===== src/rtl/cplx_pkg.sv =====
package cplx_pkg;
  localparam int PART_W = 16;
  localparam int FRAC_W = 12;
  localparam int WORD_W = 2 * PART_W;

  typedef enum logic [1:0] {
    OP_MUL  = 2'b00,
    OP_ADD  = 2'b01,
    OP_MAG  = 2'b10,
    OP_NONE = 2'b11
  } cplx_op_e;

  typedef struct packed {
    logic [PART_W-1:0] re;
    logic [PART_W-1:0] im;
  } cplx_t;
endpackage


===== src/rtl/fxp_mul.sv =====
module fxp_mul #(
  parameter int W   = 16,
  parameter int F   = 12,
  parameter bit SAT = 1'b0
) (
  input  logic [W-1:0] a_i,
  input  logic [W-1:0] b_i,
  output logic [W-1:0] res_o
);
  localparam int PW = 2 * W;
  localparam int HI = F + W - 1;

  logic signed [PW-1:0] prod;
  assign prod = $signed(a_i) * $signed(b_i);

  generate
    if (SAT) begin : g_sat
      logic [PW-1-HI:0] top;
      logic             fits;
      assign top  = prod[PW-1:HI];
      assign fits = (&top) | ~(|top);
      always_comb begin
        if (fits)             res_o = prod[HI:F];
        else if (prod[PW-1])  res_o = {1'b1, {(W-1){1'b0}}};
        else                  res_o = {1'b0, {(W-1){1'b1}}};
      end
    end else begin : g_trunc
      assign res_o = prod[HI:F];
    end
  endgenerate
endmodule


===== src/rtl/cplx_mul_unit.sv =====
module cplx_mul_unit
  import cplx_pkg::*;
(
  input  cplx_t x_i,
  input  cplx_t y_i,
  output cplx_t z_o
);
  logic [PART_W-1:0] p_ac, p_bd, p_ad, p_bc;

  fxp_mul #(.W(PART_W), .F(FRAC_W), .SAT(1'b0)) i_ac (.a_i(x_i.re), .b_i(y_i.re), .res_o(p_ac));
  fxp_mul #(.W(PART_W), .F(FRAC_W), .SAT(1'b0)) i_bd (.a_i(x_i.im), .b_i(y_i.im), .res_o(p_bd));
  fxp_mul #(.W(PART_W), .F(FRAC_W), .SAT(1'b0)) i_ad (.a_i(x_i.re), .b_i(y_i.im), .res_o(p_ad));
  fxp_mul #(.W(PART_W), .F(FRAC_W), .SAT(1'b0)) i_bc (.a_i(x_i.im), .b_i(y_i.re), .res_o(p_bc));

  // 16-bit wrap on both terms
  assign z_o.re = p_ac - p_bd;
  assign z_o.im = p_ad + p_bc;
endmodule


===== src/rtl/cplx_add_unit.sv =====
module cplx_add_unit
  import cplx_pkg::*;
(
  input  cplx_t x_i,
  input  cplx_t y_i,
  output cplx_t z_o
);
  // parts summed separately so no carry crosses bit 16
  assign z_o.re = x_i.re + y_i.re;
  assign z_o.im = x_i.im + y_i.im;
endmodule


===== src/rtl/cplx_mag_unit.sv =====
module cplx_mag_unit
  import cplx_pkg::*;
(
  input  cplx_t             x_i,
  output logic [WORD_W-1:0] mag_o
);
  logic [PART_W-1:0] sq_re, sq_im;
  logic [PART_W:0]   sum;

  fxp_mul #(.W(PART_W), .F(FRAC_W), .SAT(1'b1)) i_sq_re (.a_i(x_i.re), .b_i(x_i.re), .res_o(sq_re));
  fxp_mul #(.W(PART_W), .F(FRAC_W), .SAT(1'b1)) i_sq_im (.a_i(x_i.im), .b_i(x_i.im), .res_o(sq_im));

  assign sum   = {sq_re[PART_W-1], sq_re} + {sq_im[PART_W-1], sq_im};
  assign mag_o = {{(WORD_W-PART_W-1){sum[PART_W]}}, sum};
endmodule


===== src/rtl/cplx_alu.sv =====
module cplx_alu
  import cplx_pkg::*;
(
  input  logic [1:0]  op_i,
  input  logic [31:0] opa_i,
  input  logic [31:0] opb_i,
  output logic [31:0] result_o
);
  cplx_t             x, y, z_mul, z_add;
  logic [WORD_W-1:0] mag;

  assign x = opa_i;
  assign y = opb_i;

  cplx_mul_unit i_mul (.x_i(x), .y_i(y), .z_o(z_mul));
  cplx_add_unit i_add (.x_i(x), .y_i(y), .z_o(z_add));
  cplx_mag_unit i_mag (.x_i(x), .mag_o(mag));

  always_comb begin
    case (cplx_op_e'(op_i))
      OP_MUL:  result_o = z_mul;
      OP_ADD:  result_o = z_add;
      OP_MAG:  result_o = mag;
      default: result_o = '0;
    endcase
  end
endmodule


===== config.mk =====
export PLATFORM = sky130hd
export DESIGN_NAME = cplx_alu
export DESIGN_NICKNAME = d
export VERILOG_FILES = /design/src/rtl/cplx_pkg.sv /design/src/rtl/fxp_mul.sv /design/src/rtl/cplx_mul_unit.sv /design/src/rtl/cplx_add_unit.sv /design/src/rtl/cplx_mag_unit.sv /design/src/rtl/cplx_alu.sv
export SDC_FILE = /design/constraint.sdc
export NUM_CORES = 2
export LEC_CHECK = 0
export ABC_AREA = 1
export BUFFER_PORTS_ARGS = -buffer_cell sky130_fd_sc_hd__buf_4
export CORE_ASPECT_RATIO = 1.4
export CORE_MARGIN = 3
export CORE_UTILIZATION = 39
export DETAILED_ROUTE_END_ITERATION = 12
export PLACE_DENSITY = 0.54
export SYNTH_ARGS = -nofsm -noshare
export SYNTH_HDL_FRONTEND = slang
export SYNTH_SLANG_ARGS = --single-unit

===== constraint.sdc =====
create_clock -name vclk -period 18.5
set_input_delay 1.85 -clock vclk [all_inputs]
set_output_delay 1.85 -clock vclk [all_outputs]
set_load 0.005 [all_outputs]

Word-level counts from Yosys, hierarchy flattened
Cells that the tools add are included.
{ "totals": {"register_bits": 0, "out_inout_bits": 32, "word_cells": 27, "inputBits": 66} }
{ "op_classes": {"eq_ne": 2, "n_reduce_logical": 5, "n_mul": 6, "mux": 5, "n_bitwise": 4, "add_sub_neg": 5} }
{ "ops": {"columns": ["op", "count"], "rows": [
  ["$mul 16x16->28", 4],
  ["$pmux 32 s3", 1],
  ["$mul 16x16->32", 2],
  ["$mux 16", 4],
  ["$add 16x16->16", 3],
  ["$add 16x16->17", 1],
  ["$sub 16x16->16", 1],
  ["$reduce_and 5->1", 2],
  ["$reduce_or 5->1", 2],
  ["$eq 2x1->1 const B", 1],
  ["$eq 2x2->1 const B", 1],
  ["$logic_not 2->1", 1],
  ["$not 1->1", 2],
  ["$or 1x1->1", 2]
]} }

Depth between registers and ports, before layout
{ "logic_depth": {"depth_word": 7, "depth_mapped": 45, "ltp_nobuf": 44} }

Hierarchy
Synthesis repeated with hierarchy kept, for this count alone.
{ "unflattened": {"hier_cells": 9112, "area_unflattened_um2": 64839.7} }
{ "modules_own_cells": {"columns": ["mod", "instances", "cells_each", "seq_area_each_um2", "area_each_um2"], "rows": [
  ["fxp_mul (i_mul.i_ac ...)", 2, 1260, 0.0, 9362.7],
  ["fxp_mul (i_mag.i_sq_im)", 1, 1490, 0.0, 10933.0],
  ["fxp_mul (i_mag.i_sq_re)", 1, 1446, 0.0, 10669.0],
  ["fxp_mul (i_mul.i_bc)", 1, 1288, 0.0, 9439.1],
  ["fxp_mul (i_mul.i_bd)", 1, 1288, 0.0, 9431.5],
  ["cplx_mul_unit", 1, 371, 0.0, 1885.6],
  ["cplx_add_unit", 1, 351, 0.0, 1850.5],
  ["cplx_mag_unit", 1, 210, 0.0, 1123.6],
  ["cplx_alu", 1, 148, 0.0, 782.0]
]} }

Worst setup path after synthesis
No wires, ideal clock.
{ "synth_timing": {"path_kind": "input to output", "start": "in opa_i[31]", "end": "out result_o[22]", "arrival_time_ns": 9.312, "n_path_buf": 4, "cell_stages": 42, "required_time_ns": 16.650, "slack_ns": 7.338, "cell_sequence": "buf_2 -> buf_1 -> buf_1 -> nand2_1 -> fa_1 -> inv_1 -> fa_1 -> inv_1 -> fa_1 -> inv_1 -> fa_1 -> inv_1 -> fa_1 -> inv_1 -> fa_1 -> ha_1 -> nand2_2 -> nor2_2 -> [... 6 more ...] -> a21oi_1 -> nand2_1 -> nand2_1 -> nand3b_1 -> nand2_2 -> a21oi_1 -> ha_1 -> inv_1 -> fa_1 -> inv_1 -> a21oi_1 -> o21ai_0 -> nand2_1 -> nand2_1 -> nand2_1 -> o211ai_1 -> buf_2 -> o211ai_1"} }
{ "synth_between": {"elab_chain_len": 7, "word_cells_on_any_way": 11, "classes_between": "add/sub (2); mul (2); mux (3); bitwise (2); reduce/logical (2)"} }
{ "synth_lines": {"columns": ["item", "line", "rtl"], "rows": [
  ["start: declaration", "cplx_alu.sv:5", "input logic [31:0] opa_i,"],
  ["$mul 16x16->32", "fxp_mul.sv:14", "assign prod = $signed(a_i) * $signed(b_i);"],
  ["$reduce_or 5->1", "fxp_mul.sv:21", "assign fits = (&top) | ~(|top);"],
  ["$not 1->1", "fxp_mul.sv:21", null],
  ["$or 1x1->1", "fxp_mul.sv:21", null],
  ["$mux 16", "fxp_mul.sv:23", "if (fits) res_o = prod[HI:F];"],
  ["$add 16x16->17", "cplx_mag_unit.sv:13", "assign sum = {sq_re[PART_W-1], sq_re} + {sq_im[PART_W-1], sq_im};"],
  ["$pmux 32 s3 *", "cplx_alu.sv:20", "case (cplx_op_e'(op_i))"],
  ["end: declaration", "cplx_alu.sv:7", "output logic [31:0] result_o"]
]} }
Every way passes the cells marked *; elsewhere a longest branch is shown, timed or not.

Worst setup path after layout
{ "layout_timing": {"start": "in opa_i[3]", "end": "out result_o[26]"} }
The elaborated chain is that of the path after synthesis.

==> results.sh <==
export IMPL_drive_gt1_frac=0.02309
export IMPL_slew_headroom=0.1962
export IMPL_syn_inst=7636
export IMPL_path_delay_family="adder cells"
export IMPL_rows=167
export IMPL_yosysTopAreaCellShare=0.4750
export IMPL_setup_tns_final_ns=0
export IMPL_top_layer_used="met5"
export IMPL_ys_seq_area_frac=0
export IMPL_die_area_mm2=0.1545
export IMPL_finalCritPeriodShare=0.7193
export IMPL_initial_core_util=0.3937
export IMPL_remaining_drc_errors=0
export IMPL_final_setup_viol_count=0
export IMPL_wl_um=181700
export IMPL_dp_hpwl_um=148700
export IMPL_chipHeight_um=463.9
export IMPL_cpMostUsedCell="nand2_1"
export IMPL_final_net_count=9494
export IMPL_min_period_ns=13.31
export IMPL_areaGrowthSynthToFinish_pct=3.995
export IMPL_crit_path_max_incr_delay_ns=0.75
export IMPL_seq_area_um2=0
export IMPL_cts_hold_buf=0
export IMPL_max_freq_mhz=75.15
export IMPL_final_common_cell="inv_1"
export IMPL_yosys_top_cells_area="fa_1, inv_1, nand2_1"
export IMPL_grt_pass1_vias=50870
export IMPL_antenna_found_initial=12
export IMPL_grt_max_degree=53
export IMPL_rsz0062_at_grt="no"
export IMPL_postCtsSetupBuffers=0
export IMPL_grt_pass1_wl_um=288600
export IMPL_wirelength_met1_um=74700
export IMPL_end_kind="primary output"
export IMPL_n_sequential_cell=0
export IMPL_layout_common_cells="inv_1, nand2_1, fa_1, ha_1, a21oi_1"
export IMPL_cap_violations=0
export IMPL_min_path_type="input port to primary output"
export IMPL_worstMarginPinSlew_ns=1.200
export IMPL_slew_violations=0
export IMPL_grt_usage=0.2408
export IMPL_synth_fp_nets=9634
export IMPL_cp_num_buf_inv=9
export IMPL_cp_required_ns=16.65
export IMPL_drtPass1Iterations=6
export IMPL_slowest_stage="o221ai_1"
export IMPL_crit_arrival_ns=11.46
export IMPL_drt_iter0_drc=2709
export IMPL_ioPinCount=98
export IMPL_gp_congestion=0.9077
export IMPL_core_area_mm2=0.1484
export IMPL_clockBufferCount=0
export IMPL_ctsResizeCount=0
export IMPL_post_drt_wl_per_cell_um=19.25
export IMPL_postSynthAreaPerCell_um2=7.649
export IMPL_path_class="input port to primary output"
export IMPL_gr_total_overflow=0
export IMPL_via_per_inst=4.940
export IMPL_status="finished clean"
export IMPL_path_max_fanout=36
export IMPL_drtAntennaViolNets=0
export IMPL_route_met3_wl_um=7649
export IMPL_yosysWarnings=0
export IMPL_io_buffers=98
export IMPL_hold_violations=0
export IMPL_wl_met2_um=91890
export IMPL_synth_area_mm2=0.05841
export IMPL_synth_top_area_cell="fa_1"
export IMPL_num_vias=46630
export IMPL_die_width_um=333.1
export IMPL_start_kind="input port"
export IMPL_ys_types=55
worst min-delay path: stages:
cell      delay (ns)
buf_4           0.13
nor2_1          0.17
nand2_1         0.11
o211ai_1        0.10
buf_4           0.16
final timing paths:
check / slack [ns] / depth (start not counted) / startpoint / to
setup / recovery: 5.19 / 37 / opa_i[3] / result_o[26]
hold / removal: 4.37 / 5 / op_i[0] / result_o[8]
per-layer routing:
metal | vias up | track usage
li1 | 21610 | -
met1 | 23700 | 0.3053
met2 | 1074 | 0.4358
met3 | 226 | 0.01767
met4 | 14 | 0.07505
met5 | - | 0
stage by stage:
stage	area, um^2	setup WS [ns]	hold slack [ns]	utilization	std cells
after CTS	60740	5.326	4.372	0.4094	9437
final	60740	5.194	4.371	0.4094	9439
after floorplan	58410	7.338	3.841	-	7636
after global routing	60740	4.589	4.425	0.4094	9437
after global placement	60740	5.433	4.396	0.4094	9437
after detailed placement	60740	5.351	4.368	0.4094	9437
area by class of cell:
type / instances / area (um^2)
multi-input cells: 5026 / 48560
fillers: 15480 / 87610
repair buffers: 128 / 960.9
inverters: 2340 / 8783
diodes: 2 / 5.005
well taps: 1943 / 2431
synth_stat cells (3+ instances only):
master,number
o31ai_1,8
fa_1,1386
o21a_1,10
a21o_1,30
o2111ai_1,4
inv_1,2335
clkinv_1,3
buf_2,16
nand2_1,1871
nor4_1,10
nand4_1,13
xnor2_1,68
ha_1,546
a31o_2,5
nor2_1,203
nor2_2,5
o211ai_1,12
a31oi_1,12
xor2_1,84
o221ai_1,10
clkbuf_1,110
or2_2,14
a21boi_0,6
a21oi_1,303
nand2_2,8
nand3_1,160
o21bai_1,16
a21oi_2,3
buf_4,3
buf_1,139
nor3_1,44
o21ai_0,140
nand3b_1,26
a211oi_1,8
logic make-up after synthesis:
group                    Yosys count  share of synthesized area
adder cells (fa/ha/maj)         1932                     0.5920
AO/OA/AOI/OAI                    581                    0.05612
AND/OR/NAND/NOR                 2361                     0.1605
buffers and inverters           2610                     0.1686
XOR/XNOR                         152                    0.02279
Power is left out: the tool's default activity adds up to more than one toggle a clock period on the data nets, which glitch-free logic cannot reach.
